### config.mk
export PLATFORM = sky130hd
export DESIGN_NAME = vack_unit
export DESIGN_NICKNAME = d
export VERILOG_FILES = /design/src/rtl/vack_pkg.sv /design/src/rtl/vack_select.sv /design/src/rtl/vack_fmt.sv /design/src/rtl/vack_unit.sv
export SDC_FILE = /design/constraint.sdc
export NUM_CORES = 1
export LEC_CHECK = 0
export BUFFER_PORTS_ARGS = -buffer_cell sky130_fd_sc_hd__clkbuf_2
export CAP_MARGIN = 20
export CORE_MARGIN = 1
export CORE_UTILIZATION = 45
export DETAILED_ROUTE_END_ITERATION = 12
export GPL_ROUTABILITY_DRIVEN = 0
export SYNTH_ARGS = -nofsm -noshare
export SYNTH_HDL_FRONTEND = slang
export SYNTH_SLANG_ARGS = --single-unit
### constraint.sdc
create_clock -name clk -period 16.4 [get_ports clk]
set_input_delay 0 -clock clk [delete_from_list [all_inputs] [get_ports clk]]
set_output_delay 0 -clock clk [all_outputs]
set_load 0.03 [all_outputs]
### src/rtl/vack_pkg.sv
package vack_pkg;
    typedef enum logic [1:0] {
        SL_IDLE = 2'd0,
        SL_PEND = 2'd1,
        SL_ACT  = 2'd2
    } slot_st_e;

    localparam int unsigned WORD_W      = 32;
    localparam int unsigned ID_W        = 24;
    localparam int unsigned NARROW_W    = 16;
    localparam int unsigned SPURIOUS_ID = 1023;
endpackage

### src/rtl/vack_select.sv
module vack_select #(
    parameter int unsigned N      = 8,
    parameter int unsigned PRIO_W = 8,
    parameter int unsigned IDX_W  = $clog2(N)
) (
    input  logic [N-1:0]             pend,
    input  logic [N-1:0][PRIO_W-1:0] prio,
    input  logic [PRIO_W-1:0]        pmr,
    input  logic [PRIO_W-1:0]        rpr,
    output logic [IDX_W-1:0]         idx,
    output logic [PRIO_W-1:0]        best,
    output logic                     elig
);
    logic found;

    // Strict compare keeps the lowest index on a tie.
    always_comb begin
        found = 1'b0;
        idx   = '0;
        best  = '1;
        for (int i = 0; i < int'(N); i++) begin
            if (pend[i] && (!found || prio[i] < best)) begin
                found = 1'b1;
                idx   = IDX_W'(i);
                best  = prio[i];
            end
        end
        elig = found && (best < pmr) && (best < rpr);
    end
endmodule

### src/rtl/vack_fmt.sv
module vack_fmt
    import vack_pkg::*;
(
    input  logic              ok,
    input  logic              wide,
    input  logic [ID_W-1:0]   id,
    output logic [WORD_W-1:0] word
);
    logic [ID_W-1:0] id_eff;

    always_comb begin
        id_eff = wide ? id : {{(ID_W-NARROW_W){1'b0}}, id[NARROW_W-1:0]};
        if (ok) begin
            word = {{(WORD_W-ID_W){1'b0}}, id_eff};
        end else begin
            word = WORD_W'(SPURIOUS_ID);
        end
    end
endmodule

### src/rtl/vack_unit.sv
module vack_unit
    import vack_pkg::*;
#(
    parameter int unsigned N_SLOTS = 8,
    parameter int unsigned PRIO_W  = 8,
    parameter int unsigned SLOT_W  = $clog2(N_SLOTS)
) (
    input  logic               clk,
    input  logic               rst_n,
    input  logic               wr_en,
    input  logic [SLOT_W-1:0]  wr_slot,
    input  logic               wr_pend,
    input  logic [23:0]        wr_id,
    input  logic [PRIO_W-1:0]  wr_prio,
    input  logic [PRIO_W-1:0]  pmr,
    input  logic               rpr_load,
    input  logic [PRIO_W-1:0]  rpr_in,
    input  logic               id_wide,
    input  logic               rd_strobe,
    output logic [31:0]        rd_data,
    output logic               rd_valid,
    output logic               irq_out,
    output logic [PRIO_W-1:0]  run_prio
);
    typedef struct packed {
        logic [N_SLOTS-1:0][1:0]        st;
        logic [N_SLOTS-1:0][ID_W-1:0]   id;
        logic [N_SLOTS-1:0][PRIO_W-1:0] prio;
        logic [PRIO_W-1:0]              rpr;
        logic [WORD_W-1:0]              rdata;
        logic                           rvalid;
    } regs_t;

    regs_t q, d;

    logic [N_SLOTS-1:0] pend;
    logic [SLOT_W-1:0]  sel_idx;
    logic [PRIO_W-1:0]  sel_prio;
    logic               sel_ok;
    logic [WORD_W-1:0]  word;

    for (genvar g = 0; g < int'(N_SLOTS); g++) begin : g_pend
        assign pend[g] = (q.st[g] == SL_PEND);
    end

    vack_select #(
        .N      (N_SLOTS),
        .PRIO_W (PRIO_W),
        .IDX_W  (SLOT_W)
    ) u_sel (
        .pend (pend),
        .prio (q.prio),
        .pmr  (pmr),
        .rpr  (q.rpr),
        .idx  (sel_idx),
        .best (sel_prio),
        .elig (sel_ok)
    );

    vack_fmt u_fmt (
        .ok   (sel_ok),
        .wide (id_wide),
        .id   (q.id[sel_idx]),
        .word (word)
    );

    // Order: overwrite, then acknowledge, then slot write.
    always_comb begin
        d        = q;
        d.rvalid = 1'b0;
        if (rpr_load) begin
            d.rpr = rpr_in;
        end
        if (rd_strobe) begin
            d.rvalid = 1'b1;
            d.rdata  = word;
            if (sel_ok) begin
                d.st[sel_idx] = SL_ACT;
                d.rpr         = sel_prio;
            end
        end
        if (wr_en) begin
            d.st[wr_slot]   = wr_pend ? SL_PEND : SL_IDLE;
            d.id[wr_slot]   = wr_id;
            d.prio[wr_slot] = wr_prio;
        end
    end

    always_ff @(posedge clk) begin
        if (!rst_n) begin
            q.st     <= '0;
            q.id     <= '0;
            q.prio   <= '0;
            q.rpr    <= '1;
            q.rdata  <= '0;
            q.rvalid <= 1'b0;
        end else begin
            q <= d;
        end
    end

    assign rd_data  = q.rdata;
    assign rd_valid = q.rvalid;
    assign irq_out  = sel_ok;
    assign run_prio = q.rpr;
endmodule

# Yosys cells after proc, flatten, opt, wreduce, memory -nomap -nowiden
# Cells that the tools add are included.
[totals]
register_bits = 313
in_bits = 58
[op_classes]
magnitude_cmp = 13
n_eq_ne = 8
mux = 45
bitwise_logic = 3
n_reduce_logical = 25
[op_table]
columns = ["op", "n"]
rows = [
  ["2-to-1 mux 272 bit", 1],
  ["bitwise mux 192 bit", 1],
  ["2-to-1 mux 24 bit", 4],
  ["2-to-1 mux 8 bit", 11],
  ["binary-select mux 24 bit (select 3 bit)", 1],
  ["demux 24 bit (select 3 bit)", 1],
  ["less-than comparator 8 bit", 9],
  ["bitwise mux 64 bit", 1],
  ["2-to-1 mux 41 bit", 1],
  ["2-to-1 mux 16 bit", 2],
  ["demux 8 bit (select 3 bit)", 1],
  ["bitwise mux 16 bit", 1],
  ["equality test 2 x 1 -> 1 bit, second input constant", 8],
  ["demux 2 bit (select 3 bit)", 2],
  ["2-to-1 mux 3 bit", 4],
  ["logical AND 1 bit", 11],
  ["2-to-1 mux 1 bit", 10],
  ["AND 8 bit", 1],
  ["less-than comparator 3 x 4 -> 1 bit, second input constant", 2],
  ["2-to-1 mux 2 bit", 4],
  ["NOT 8 bit", 1],
  ["OR 8 bit", 1],
  ["logical NOT 1 bit", 7],
  ["logical OR 1 bit", 7],
  [">= comparator 3 x 1 -> 1 bit, second input constant", 2],
]

# Longest topological paths before layout
[depth]
word_depth = 40
ltp_mapped = 91

# Hierarchy
# Synthesis repeated with hierarchy kept, for this count alone.
[unflattened]
hier_cells = 1954
hier_area_um2 = 17097.6
[modules_own_cells]
columns = ["module", "n_inst", "cells_per_inst", "area_per_inst_um2", "seq_area_each_um2"]
rows = [
  ["vack_unit", 1, 1521, 14071.0, 6266.0],
  ["vack_select", 1, 398, 2793.9, 0.0],
  ["vack_fmt", 1, 35, 232.7, 0.0],
]

# Worst setup path after synthesis
# No wires, ideal clock.
[synth_timing]
path_kind = "reg2reg"
startpoint = "register q[298] (netlist bit)"
endpoint = "register q (netlist bit rd_data[16])"
setup_time_ns = 0.087
arrival_time_ns = 16.189
slack_ns = 0.123
stages_incl_launch_ff = 89
path_buffers = 10
synth_period_minus_slack_ns = 16.277
path_cell_list = "dfxtp_1 nand2b_1 buf_2 nor2_1 ha_1 and4_1 clkbuf_1 nand3_1 o211ai_1 a21o_1 buf_4 clkbuf_1 nor2_1 a21oi_1 inv_1 ha_1 and4_1 and2_0 [... 53 more ...] or3_1 a311oi_1 a211oi_4 buf_2 mux2_2 ha_1 nand2_1 nor2_1 a2111oi_0 o21ai_0 nor3_1 o21ai_0 a31oi_1 and2_1 o31a_1 clkbuf_1 nand3_1 o31ai_1"
[synth_via]
elab_chain_len = 34
elab_cells_between_ends = 60
cone_classes = "9 x order compare; 1 x eq/ne; 27 x mux; 23 x reduce/logical"
[synth_lines]
columns = ["element", "line_no", "text"]
rows = [
  ["from (decl)", "vack_unit.sv:34", "regs_t q, d;"],
  ["equality test 2 x 1 -> 1 bit *", "vack_unit.sv:43", "assign pend[g] = (q.st[g] == SL_PEND);"],
  ["2-to-1 mux 8 bit / 2-to-1 mux 1 bit (equally long branches)", "vack_select.sv:22", "if (pend[i] && (!found || prio[i] < best)) begin"],
  ["less-than comparator 8 bit / logical NOT 1 bit (equally long branches)", "vack_select.sv:22", ""],
  ["logical OR 1 bit", "vack_select.sv:22", ""],
  ["logical AND 1 bit", "vack_select.sv:22", ""],
  ["2-to-1 mux 8 bit / 2-to-1 mux 1 bit (equally long branches)", "vack_select.sv:22", ""],
  ["less-than comparator 8 bit / logical NOT 1 bit (equally long branches)", "vack_select.sv:22", ""],
  ["logical OR 1 bit", "vack_select.sv:22", ""],
  ["[... 18 more ...]", "n/a", ""],
  ["less-than comparator 8 bit / logical NOT 1 bit (equally long branches)", "vack_select.sv:22", ""],
  ["logical OR 1 bit", "vack_select.sv:22", ""],
  ["logical AND 1 bit", "vack_select.sv:22", ""],
  ["2-to-1 mux 8 bit / 2-to-1 mux 3 bit (equally long branches)", "vack_select.sv:22", ""],
  ["less-than comparator 8 bit / binary-select mux 24 bit (select 3 bit) (equally long branches)", "vack_select.sv:28, vack_unit.sv:63", ""],
  ["logical AND 1 bit / 2-to-1 mux 24 bit (equally long branches)", "vack_select.sv:28, vack_unit.sv:63", ""],
  ["logical AND 1 bit / 2-to-1 mux 24 bit (equally long branches)", "vack_select.sv:28, vack_fmt.sv:12", ""],
  ["2-to-1 mux 24 bit *", "vack_fmt.sv:13", "if (ok) begin"],
]
# Mark *: on every way between the ends. The rest lies on a longest branch, timed or not. The select of a mux whose other input is x is not followed.
# A chain may end at the register's enable or synchronous reset.

# Worst setup path after layout
[layout_timing]
startpoint = "register q[298] (netlist bit)"
endpoint = "register, netlist name run_prio[1]"
[layout_via]
elab_chain_len = 35
elab_cells_between_ends = 51
cone_classes = "9 x order compare; 1 x eq/ne; 18 x mux; 23 x reduce/logical"
[layout_lines]
columns = ["element", "line_no", "text"]
rows = [
  ["equality test 2 x 1 -> 1 bit *", "vack_unit.sv:43", ""],
  ["2-to-1 mux 8 bit / 2-to-1 mux 1 bit (equally long branches)", "vack_select.sv:22", ""],
  ["less-than comparator 8 bit / logical NOT 1 bit (equally long branches)", "vack_select.sv:22", ""],
  ["logical OR 1 bit", "vack_select.sv:22", ""],
  ["logical AND 1 bit", "vack_select.sv:22", ""],
  ["2-to-1 mux 8 bit / 2-to-1 mux 1 bit (equally long branches)", "vack_select.sv:22", ""],
  ["less-than comparator 8 bit / logical NOT 1 bit (equally long branches)", "vack_select.sv:22", ""],
  ["logical OR 1 bit", "vack_select.sv:22", ""],
  ["[... 18 more ...]", "n/a", ""],
  ["less-than comparator 8 bit / logical NOT 1 bit (equally long branches)", "vack_select.sv:22", ""],
  ["logical OR 1 bit", "vack_select.sv:22", ""],
  ["logical AND 1 bit", "vack_select.sv:22", ""],
  ["2-to-1 mux 8 bit", "vack_select.sv:22", ""],
  ["less-than comparator 8 bit", "vack_select.sv:28", "elig = found && (best < pmr) && (best < rpr);"],
  ["logical AND 1 bit (2 in a row)", "vack_select.sv:28", ""],
  ["2-to-1 mux 8 bit *", "vack_unit.sv:77", "if (sel_ok) begin"],
  ["2-to-1 mux 41 bit *", "vack_unit.sv:74", "if (rd_strobe) begin"],
]
# Mark *: on every way between the ends. The rest lies on a longest branch, timed or not.

==> reports/results.md <==
| Step | Metric | Reported |
| --- | --- | --- |
| run status | Status | finished with violations |
| run status | Violations in the final reports | design-rule violations |
| clock tree | Source-to-sink clock delay at the later pin of the worst-skew pair | 0.53 ns |
| worst setup path | Number of gates on the worst path with buffers counted | 80 |
| route | Total length of routed wires | 49.3 mm |
| yosys | Syn. warnings | 0 |
| yosys | Mean instance size in the synthesized netlist | 8.00 um^2 |
| global routing | Sum of overflow across all layers after global routing | 0 |
| global routing | First-pass GRT wire length | 76.7 mm |
| timing | Post-layout worst setup margin | 0.809 ns |
| worst setup path | Worst reg-to-reg path cell count | 80 |
| cells and area | Share of layout cells above drive strength 1 | 14.0% |
| yosys | Proportion of synthesized area in mux cells | 8.02% |
| pwr | Power per unit of standard cell area | 93.7 nW/um^2 |
| timing | Worst-margin pin slew | 1.11 ns |
| global routing | Maximum number of pins on one net before global-route repair | 112 |
| route | Ratio of routed vias to standard cells | 5.54 |
| floorplanning | Die height | 193 um |
| worst setup path | Max stage delay on crit path | 0.59 ns |
| timing | Worst slew margin | 25.8% |
| yosys | Cell count after synthesis | 2058 |
| cells and area | Combined area of the multi-input logic cells | 9400 um^2 |
| placement | Setup slack at placement | -0.303 ns |
| placement | Cell count after placement | 2460 |
| worst setup path | Crit end category | flop |
| worst hold path | Type of the tightest min-delay check | in -> reg |
| placement | Half-perimeter wire length of the detailed placement result | 30.6 mm |
| cells and area | Storage element area | 6110 um^2 |
| timing | Hold Slack | 0.0564 ns |
| worst setup path | Endpoint arrival time on the critical path | 16.00 ns |
| cells and area | Final core utilization | 52.6% |
| route | First-pass iteration count of the detailed router | 11 |
| floorplanning | Die extent in x | 193 um |
| yosys | Register area share after synthesis | 37.1% |
| floorplanning | Full die area | 37400 um^2 |
| worst setup path | Largest fanout on the critical path | 10 |
| clock tree | Cell at the root of the clock tree | clkbuf_16 |
| floorplanning | Count of standard-cell rows | 69 |
| timing | Final critical-path required period | 15.59 ns |
| route | Initial drt markers | 830 |
| timing | Final Max Tran Viols | 0 |
| floorplanning | Starting density of the core | 46.0% |
| cells and area | Area delta synth->final | 14.4% |
| cells and area | Most common cell after layout, fill and taps aside | nand2_1 |
| worst setup path | Launching element type of the critical path | flop |
| clock tree | CTS tree | done |
| yosys | Combinational family with the most area after synthesis | compound AO/OA/AOI/OAI gates |
| pwr | Maximum VDD drop | 0.0934 mV |
| yosys | Number of enable flip-flop cells after synthesis | 0 |
| worst setup path | CP top delay family | compound AO/OA/AOI/OAI gates |
| clock tree | Clock buffer count from CTS | 35 |
| global routing | Initial antenna violation count | 0 |
| floorplanning | Placeable core area | 35800 um^2 |
| timing | Number of failing setup endpoints in the final timing report | 0 |
| yosys | Yosys reg bits | 305 |
| route | Number of antenna-violating nets in the routed design | 0 |
| worst setup path | Critical path buffer and inverter count | 9 |
| worst setup path | CP Class | reg -> reg |
| yosys | Area fraction in and, or, nand and nor cells after synthesis | 19.5% |
| yosys | Dominant synthesized flop cell | dfxtp_1 |
| route | Remaining routing DRC violations | 2 |
| timing | Share of the cycle needed by the critical path after routing | 95.1% |
| route | Total number of vias | 14322 |
| timing | Final Skew | 0.0190 ns |
| timing | Achievable frequency | 0.0641 GHz |
| cells and area | Leading cell types in the layout, fill and taps excluded | nand2_1 (585), dfxtp_1 (303), a21boi_0 (258) |
| clock tree | Maximum buffer depth of the clock tree | 3 |
| pwr | Static Leak | 7.54 nW |
| yosys | Count of unique library cells instantiated by Yosys | 84 |
| flow run | Max-capacitance violation count | 0 |
| clock tree | Clk pin slew, worst setup/hold paths | 0.06 ns |
| cells and area | Fin cells | 2585 |
| floorplanning | I/O pin cnt | 100 |
| worst setup path | Worst path most repeated cell | a21o_1 |
| global routing | Global router's overall resource usage | 25.7% |
| route | Routed len/inst | 19.1 um |
| worst setup path | CP max-delay cell | dlygate4sd3_1 |
| timing | Number of hold violations in the final report | 0 |
| clock tree | CTS H-Tree Depth | 2 |
| placement | I/O Buffers | 91 |
| clock tree | TritonCTS Sinks | 305 |
| cells and area | Post-layout nets | 2208 |
| yosys | Netlist Area Pre-Place | 16500 um^2 |
| worst hold path | Cells on Worst Hold Path | 4 |
| global routing | Number of global-route vias before repair | 13653 |
| worst setup path | Required @ worst endpoint | 16.80 ns |
| yosys | Post-Synth XOR/XNOR Area | 0.106% |
| yosys | Async SR Flop Fraction | 0% |
| yosys | Share of the synthesized area in compound gates (AO/OA/AOI/OAI) | 23.5% |
| yosys | Post-synthesis share of cell area spent on full adders, half adders and majority gates | 4.43% |
| cells and area | Number of filler cells placed in the layout | 3399 |
## worst reg2reg max path: cells and delay by family, from the launching register on
kind,cells,cell delay (ns)
AO/OA/AOI/OAI,40,7.19
buffers and inverters,9,1.46
AND/OR/NAND/NOR,17,2.54
flip-flops,1,0.36
adder cells (fa/ha/maj),8,2.14
multiplexers,6,1.75
## synthesized netlist by cell type (all sizes together) (8+ instances only)
library cell  instances  area [um^2]
o31ai                14          105
inv                  67          251
o22a                  9         78.8
nor3                 12         65.1
o21ai                45          225
a21o                 17          128
nand2               585         2200
a21oi                44          224
nand4                10         62.6
ha                   51          638
buf                  56          392
nand3                14         70.1
a221oi               12          105
mux2i                78          781
nor2b                17          106
and3                 15         93.8
a211oi               10         92.6
a31oi                19          134
o22ai                15         93.8
a21boi              268         2010
mux2                 48          541
or2                   8         50.1
and2                 11         68.8
clkbuf              140          566
dfxtp               305         6110
maj3                  9         91.3
nor2                 71          267
nand2b               19          119
## repair_timing
action                     4_1_cts  5_1_grt
hold buffers                    44        0
buffers inserted                 4       13
setup endpoints to repair       24       49
hold endpoints to repair       272        0
cloned                           0        1
pin swaps                        1       10
gates resized for setup          2       50
## layout make-up
type | count | share of cell area, %
diodes | 1 | 0.0133
clock buffers | 55 | 5.69
clock inverters | 6 | 0.312
inverters | 67 | 1.34
multi-input cells | 1498 | 49.9
flip-flops and latches | 305 | 32.4
well taps | 461 | 3.06
repair buffers | 192 | 7.25
## cells by family after synthesis
kind of cell | after synthesis
fa+ha+maj | 60
other cells | 1
flops | 305
compound gates | 526
buf+inv | 263
mux | 126
xor+xnor | 2
simple gates | 775
## report_power, final
part | total, W | internal (W) | switching (W)
registers | 0.000771 | 0.000759 | 0.0000119
logic | 0.000228 | 0.0000871 | 0.000141
clock network | 0.000766 | 0.000450 | 0.000317
total | 0.00177 | 0.00130 | 0.000470
## through the flow
step	cell area, um^2	setup TNS (ns)	power, W
after global placement	16900	0	0.000995
after CTS	18600	0	0.00178
final	18800	0	0.00177
after global routing	18800	-0.154	0.00183
after floorplan	16500	0	0.000942
after detailed placement	17000	-3.50	0.000999
## metal layers
metal,part of all wire (%),vias up,global-route usage (%)
li1,-,7044,-
met2,50,302,46.1
met5,0,-,0
met1,45,6905,32.4
met4,1.7,0,6.58
met3,4.1,71,3.23
## final timing paths
check	from	endpoint	slack, ns
hold / removal	wr_slot[2]	q[297]	0.06
setup / recovery	q[298]	run_prio[1]	0.81
setup reg to reg	q[298]	run_prio[1]	0.81
hold reg to reg	flop	flop	0.46
No activity file was read; power rests on OpenSTA's default activity.
